$ cat config.mk
export PLATFORM = sky130hd
export DESIGN_NAME = ilv_ratematch
export DESIGN_NICKNAME = d
export VERILOG_FILES = /design/src/rtl/ilv_rm_pkg.sv /design/src/rtl/ilv_perm_gen.sv /design/src/rtl/ilv_pos_seq.sv /design/src/rtl/ilv_ratematch.sv
export SDC_FILE = /design/constraint.sdc
export NUM_CORES = 1
export LEC_CHECK = 0
export BUFFER_PORTS_ARGS = -buffer_cell sky130_fd_sc_hd__buf_2
export CORE_ASPECT_RATIO = 0.75
export CORE_UTILIZATION = 35
export CTS_CLUSTER_SIZE = 12
export DETAILED_ROUTE_END_ITERATION = 8
export PLACE_DENSITY = 0.59
export SYNTH_ARGS = -nofsm -noshare
export SYNTH_HDL_FRONTEND = slang
export SYNTH_SLANG_ARGS = --single-unit
$ cat constraint.sdc
create_clock -name clk -period 5.61 [get_ports clk]
set_input_delay 1.122 -clock clk [delete_from_list [all_inputs] [get_ports clk]]
set_output_delay 1.122 -clock clk [all_outputs]
set_load 0.01 [all_outputs]
$ cat src/rtl/ilv_rm_pkg.sv
package ilv_rm_pkg;
  typedef enum logic [1:0] {
    ST_IDLE  = 2'd0,
    ST_BUILD = 2'd1,
    ST_SEND  = 2'd2
  } rm_state_e;

  // Number of subblocks produced by the rate-1/5 mother code.
  localparam int unsigned NSUB = 5;
endpackage

$ cat src/rtl/ilv_perm_gen.sv
// Steps the quadratic generator across the full base sequence and collects
// the in-range values, in generation order, into an address register file.
module ilv_perm_gen #(
  parameter int unsigned LMAX = 24,
  parameter int unsigned TBL  = 128,
  parameter int unsigned C1   = 15,
  parameter int unsigned C2   = 32,
  localparam int unsigned LW  = $clog2(LMAX + 1),
  localparam int unsigned AW  = $clog2(LMAX),
  localparam int unsigned TW  = $clog2(TBL),
  localparam int unsigned XW  = TW + 1,
  localparam int unsigned PW  = 2 * XW + 8
) (
  input  logic                     clk,
  input  logic                     rst_n,
  input  logic                     start,
  input  logic [LW-1:0]            len,
  output logic [LMAX-1:0][AW-1:0]  tbl,
  output logic                     done
);
  logic [XW-1:0] x_q;
  logic [LW-1:0] cnt_q;
  logic          busy_q;
  logic [PW-1:0] xe, prod;
  logic [TW-1:0] val;
  logic          keep;

  assign xe   = PW'(x_q);
  assign prod = PW'(C1) * xe + PW'(C2) * xe * xe;
  assign val  = prod[TW-1:0];                 // power-of-two modulus
  assign keep = (val < TW'(len)) && (cnt_q < LW'(LMAX));
  assign done = busy_q && (x_q == XW'(TBL));

  always_ff @(posedge clk) begin
    if (!rst_n) begin
      x_q    <= '0;
      cnt_q  <= '0;
      busy_q <= 1'b0;
    end else if (start) begin
      x_q    <= XW'(1);
      cnt_q  <= '0;
      busy_q <= 1'b1;
    end else if (busy_q) begin
      if (keep) cnt_q <= cnt_q + LW'(1);
      if (x_q == XW'(TBL)) busy_q <= 1'b0;
      else                 x_q    <= x_q + XW'(1);
    end
  end

  for (genvar e = 0; e < LMAX; e++) begin : g_ent
    always_ff @(posedge clk) begin
      if (!rst_n) tbl[e] <= '0;
      else if (busy_q && keep && (cnt_q == LW'(e))) tbl[e] <= val[AW-1:0];
    end
  end
endmodule

$ cat src/rtl/ilv_pos_seq.sv
// Walks the cyclic buffer: subblock index, rank within subblock, buffer
// position and frame bit count.
module ilv_pos_seq #(
  parameter int unsigned LMAX = 24,
  parameter int unsigned M    = 60,
  localparam int unsigned LW  = $clog2(LMAX + 1),
  localparam int unsigned AW  = $clog2(LMAX),
  localparam int unsigned SW  = $clog2(M + 1)
) (
  input  logic          clk,
  input  logic          rst_n,
  input  logic          clear,
  input  logic          adv,
  input  logic [LW-1:0] len,
  input  logic [SW-1:0] bsize,
  output logic [2:0]    sub,
  output logic [AW-1:0] rank,
  output logic          last
);
  logic [SW-1:0] pos_q, k_q;

  assign last = (k_q == SW'(M - 1));

  always_ff @(posedge clk) begin
    if (!rst_n || clear) begin
      sub   <= '0;
      rank  <= '0;
      pos_q <= '0;
      k_q   <= '0;
    end else if (adv) begin
      k_q <= k_q + SW'(1);
      if (pos_q == bsize - SW'(1)) begin
        pos_q <= '0;
        sub   <= '0;
        rank  <= '0;
      end else begin
        pos_q <= pos_q + SW'(1);
        if (LW'(rank) == len - LW'(1)) begin
          rank <= '0;
          sub  <= sub + 3'd1;
        end else begin
          rank <= rank + AW'(1);
        end
      end
    end
  end
endmodule

$ cat src/rtl/ilv_ratematch.sv
module ilv_ratematch
  import ilv_rm_pkg::*;
#(
  parameter int unsigned LMIN      = 7,
  parameter int unsigned LMAX      = 24,
  parameter int unsigned M         = 60,
  parameter int unsigned TBL       = 128,
  parameter int unsigned BUF_SHORT = 30,
  parameter int unsigned BUF_MID_A = 50,
  parameter int unsigned BUF_MID_B = 55,
  parameter int unsigned BUF_FULL  = 60,
  parameter int unsigned MID_LO    = 10,
  parameter int unsigned FULL_LO   = 12,
  localparam int unsigned LW = $clog2(LMAX + 1),
  localparam int unsigned AW = $clog2(LMAX),
  localparam int unsigned SW = $clog2(M + 1)
) (
  input  logic                 clk,
  input  logic                 rst_n,
  input  logic                 in_valid,
  output logic                 in_ready,
  input  logic [LW-1:0]        in_len,
  input  logic                 cfg_long_mid,
  input  logic [NSUB*LMAX-1:0] in_blk,
  output logic                 out_valid,
  input  logic                 out_ready,
  output logic                 out_bit,
  output logic                 out_last,
  output logic                 err_len
);
  rm_state_e state_q;
  logic [NSUB-1:0][LMAX-1:0] blk_q;
  logic [LW-1:0]             len_q;
  logic [SW-1:0]             bs_q, bs_n;
  logic                      accept, len_ok, start, done, fire;
  logic [LMAX-1:0][AW-1:0]   tbl;
  logic [2:0]                sub;
  logic [AW-1:0]             rank, addr;

  assign in_ready = (state_q == ST_IDLE);
  assign accept   = in_valid && in_ready;
  assign len_ok   = (in_len >= LW'(LMIN)) && (in_len <= LW'(LMAX));
  assign start    = accept && len_ok;
  assign out_valid = (state_q == ST_SEND);
  assign fire     = out_valid && out_ready;

  // Buffer size for the offered length, never above 5L.
  always_comb begin
    int unsigned bs, cap;
    cap = NSUB * int'(in_len);
    if (int'(in_len) >= FULL_LO)     bs = BUF_FULL;
    else if (int'(in_len) >= MID_LO) bs = cfg_long_mid ? BUF_MID_B : BUF_MID_A;
    else                             bs = BUF_SHORT;
    if (bs > cap) bs = cap;
    bs_n = SW'(bs);
  end

  always_ff @(posedge clk) begin
    if (!rst_n) begin
      state_q <= ST_IDLE;
      blk_q   <= '0;
      len_q   <= '0;
      bs_q    <= '0;
      err_len <= 1'b0;
    end else begin
      err_len <= accept && !len_ok;
      case (state_q)
        ST_IDLE: if (start) begin
          state_q <= ST_BUILD;
          blk_q   <= in_blk;
          len_q   <= in_len;
          bs_q    <= bs_n;
        end
        ST_BUILD: if (done) state_q <= ST_SEND;
        ST_SEND:  if (fire && out_last) state_q <= ST_IDLE;
        default:  state_q <= ST_IDLE;
      endcase
    end
  end

  ilv_perm_gen #(.LMAX(LMAX), .TBL(TBL)) perm_i (
    .clk(clk), .rst_n(rst_n), .start(start), .len(in_len),
    .tbl(tbl), .done(done)
  );

  ilv_pos_seq #(.LMAX(LMAX), .M(M)) seq_i (
    .clk(clk), .rst_n(rst_n), .clear(start), .adv(fire),
    .len(len_q), .bsize(bs_q), .sub(sub), .rank(rank), .last(out_last)
  );

  assign addr    = tbl[rank];
  assign out_bit = blk_q[sub][addr];
endmodule

==> out/metrics.cfg <==
[status]
status=complete, no violations

[sta]
setup_violations=0
fin_skew_ns=0.0167
hold_violations=0
setup_tns_ns=0
fin_ws_ns=0.627
drv_slew=0
worst_pin_slew_ns=1.20
slew_headroom_pct=19.9
fin_crit_sh_pct=88.8
post-route-min-period_ns=4.98
fmax_mhz=201
rsz0062_at_grt=no

[setup_path]
path_buf_inv=2
ff2ff_path_depth=11
crit_required_ns=4.49
rr_endpoint=perm_i.tbl[20]
critPathSlowestCell=dfxtp_2
arrival_ns=3.86
cpLargestDelayFamily=simple AND/OR/NAND/NOR gates
cp-end-kind=output port
critPathMaxFanout=15
critPathMaxStageDelay_ns=0.65
path_cells=buf_4 -> and2_1 -> a221oi_1 -> o21a_1 -> nor3_4 -> mux2_1 -> o221ai_1 -> o2111ai_1 -> nand3_1 -> buf_2
rr_startpoint=perm_i.x_q[1]
critPathKind=flip-flop to output port
startpoint_type=flip-flop
path_depth=10
reg2reg_slack_ns=1.21

[power_and_ir_drop]
ir_worst_vdd_mv=0.237
p_leak_nw=6.01
power_mw=4.50
power_density_nw_per_um2=283

[floorplanning]
io_pins=135
die_h_um=175
rows=62
die-area_um2=40700
initial_utilization_pct=36.0
core_area_um2=38800
die_w_um=233

[logic_synthesis]
netlist.area_leader.share_pct=41.3
synth_top_area_cell=dfxtp_1
yosys.cell_types.count=67
synthCells=1490
synth-edff-count=0
ys_ff_latch=288
syn_area_per_cell_um2=9.36
synth_warnings=0
yosys-top-cells-area=dfxtp_1 41%, mux2i_1 9.5%, nand2_1 7.7%
syn-num-nets=1668
synth_ff_type=dfxtp_1
synth_area_um2=14000
yosys-top-cells-count=288 x dfxtp_1, 288 x nand2_1, 165 x nor2_1
ys_seq_area_share_pct=41.3
ys_async_sr_fraction_pct=0

[grt]
grt_overflow=0
grt_pass1_wl_um=57700
antenna_found_initial=0
grt_pass1_vias=10600
grt_max_degree=154
track_usage_pct=17.5

[final_layout]
insertedDiodeCount=0
drive_gt1_share_pct=17.5
stdcell_count=2094
fin_nets=1747
final_area_um2=15900
areaGrowthSynthToFinish_pct=13.9

[clock_tree]
insertion_delay_ns=0.56
clock_path_buffers=3
cts_root_buffer=clkbuf_16
cts.repair.resized=0
postCtsSetupBuffers=0
cts_inserted_buffers=29
hold_buffers=0
path_clk_slew_ns=0.06
cts_tree=done
clock_sinks=288
h-tree-depth=1

[detailed_routing]
drtPass1Iterations=5
drc=0
vias_per_cell=5.16
vias=10800
wl_per_cell_um=17.0
ant_nets=0
drt_iter0_drc=718
routed_wl_um=35700

[placement]
place_inst=2050
dpl.hpwl_um=24500
portBuffers=134
place_ws_ns=1.05
placed_area_um2=15000
gp_congestion=0.790

[worst_hold_path]
worstHoldPathType=flip-flop to flip-flop
holdCritStartpoint=blk_q[72]
whs_path_depth=2
min_to=blk_q[72]

[job]
drv_cap=0

logic make-up after synthesis:
| family | share of synthesized area, % |
|---|---|
| simple gates | 18.1 |
| fa+ha+maj | 4.79 |
| mux | 18.3 |
| xor+xnor | 3.01 |
| compound gates | 9.94 |
| buf+inv | 4.50 |
| flops | 41.3 |
layer usage:
metal,global-route usage [%],vias up,share of wire (%)
met1,26.8,5288,51
met3,2.81,39,4.0
met4,3.21,0,1.7
li1,-,5295,-
met5,0,-,0
met2,25.8,192,43
layout by cell type, fill, tap and decap left out, types with 6 or more instances in the layout:
cell type,count
nand2_1,288
dfxtp_1,284
nor2_1,164
a21oi_1,149
buf_2,134
mux2i_1,133
mux4_2,48
ha_1,39
inv_1,35
xnor2_1,30
clkbuf_16,29
nand3_1,19
xor2_1,18
buf_4,15
a22oi_1,12
nor4_4,12
fa_1,9
nand4_1,8
a221oi_1,8
a22o_1,8
o21ai_0,7
nand4_2,7
clkbuf_1,7
nand2b_1,6
and3_1,6
a211oi_1,6
a21o_1,6
layout make-up:
type | instances | area (um2)
fill | 3860 | 22900
sequential | 288 | 5770
tap | 512 | 641
multi-input combinational | 1059 | 7590
clock buffer | 41 | 821
inverter | 37 | 144
clock inverter | 3 | 43.8
timing repair buffer | 154 | 883
metrics by stage:
stage	hold WS, ns	util [%]
2_1_floorplan	0.433	-
3_3_place_gp	0.441	38.7
3_5_place_dp	0.444	38.7
4_1_cts	0.453	41.0
5_1_grt	0.466	41.0
6_report	0.449	41.0
power by group:
| part | switching [mW] | internal (mW) |
|---|---|---|
| clock | 0.798 | 1.05 |
| combinational | 0.318 | 0.187 |
| sequential | 0.0396 | 2.11 |
worst register-to-register path, cell delays in order, from the launching register on:
cell and delay (ns):
dfxtp_1 0.48, fa_1 0.51, fa_1 0.47, ha_1 0.29, ha_1 0.21, fa_1 0.47, ha_1 0.19, nand4b_1 0.22
a211o_4 0.49, nor4_4 0.58, mux2i_1 0.25, nor2_1 0.05
sequential cells by signal (all words and copies together) (netlist names):
signal and cells:
perm_i.busy_q 1, len_q 5, bs_q 6, err_len 1, seq_i.k_q 6, perm_i.cnt_q 5, seq_i.rank 5, state_q 2
blk_q 120, seq_i.pos_q 6, perm_i.x_q 8, perm_i.tbl 120, seq_i.sub 3
worst max-delay path by stage:
stage	start	endpoint	slack [ns]
after floorplan	perm_i.x_q[0]	perm_i.tbl[104]	1.42
after global placement	seq_i.rank[0]	out_bit	1.17
after detailed placement	in_len[1]	bs_q[0]	1.05
after CTS	seq_i.rank[0]	out_bit	0.56
after global routing	seq_i.rank[0]	out_bit	0.23
final	seq_i.rank[0]	out_bit	0.63
Power figures use the tool's default switching activity.
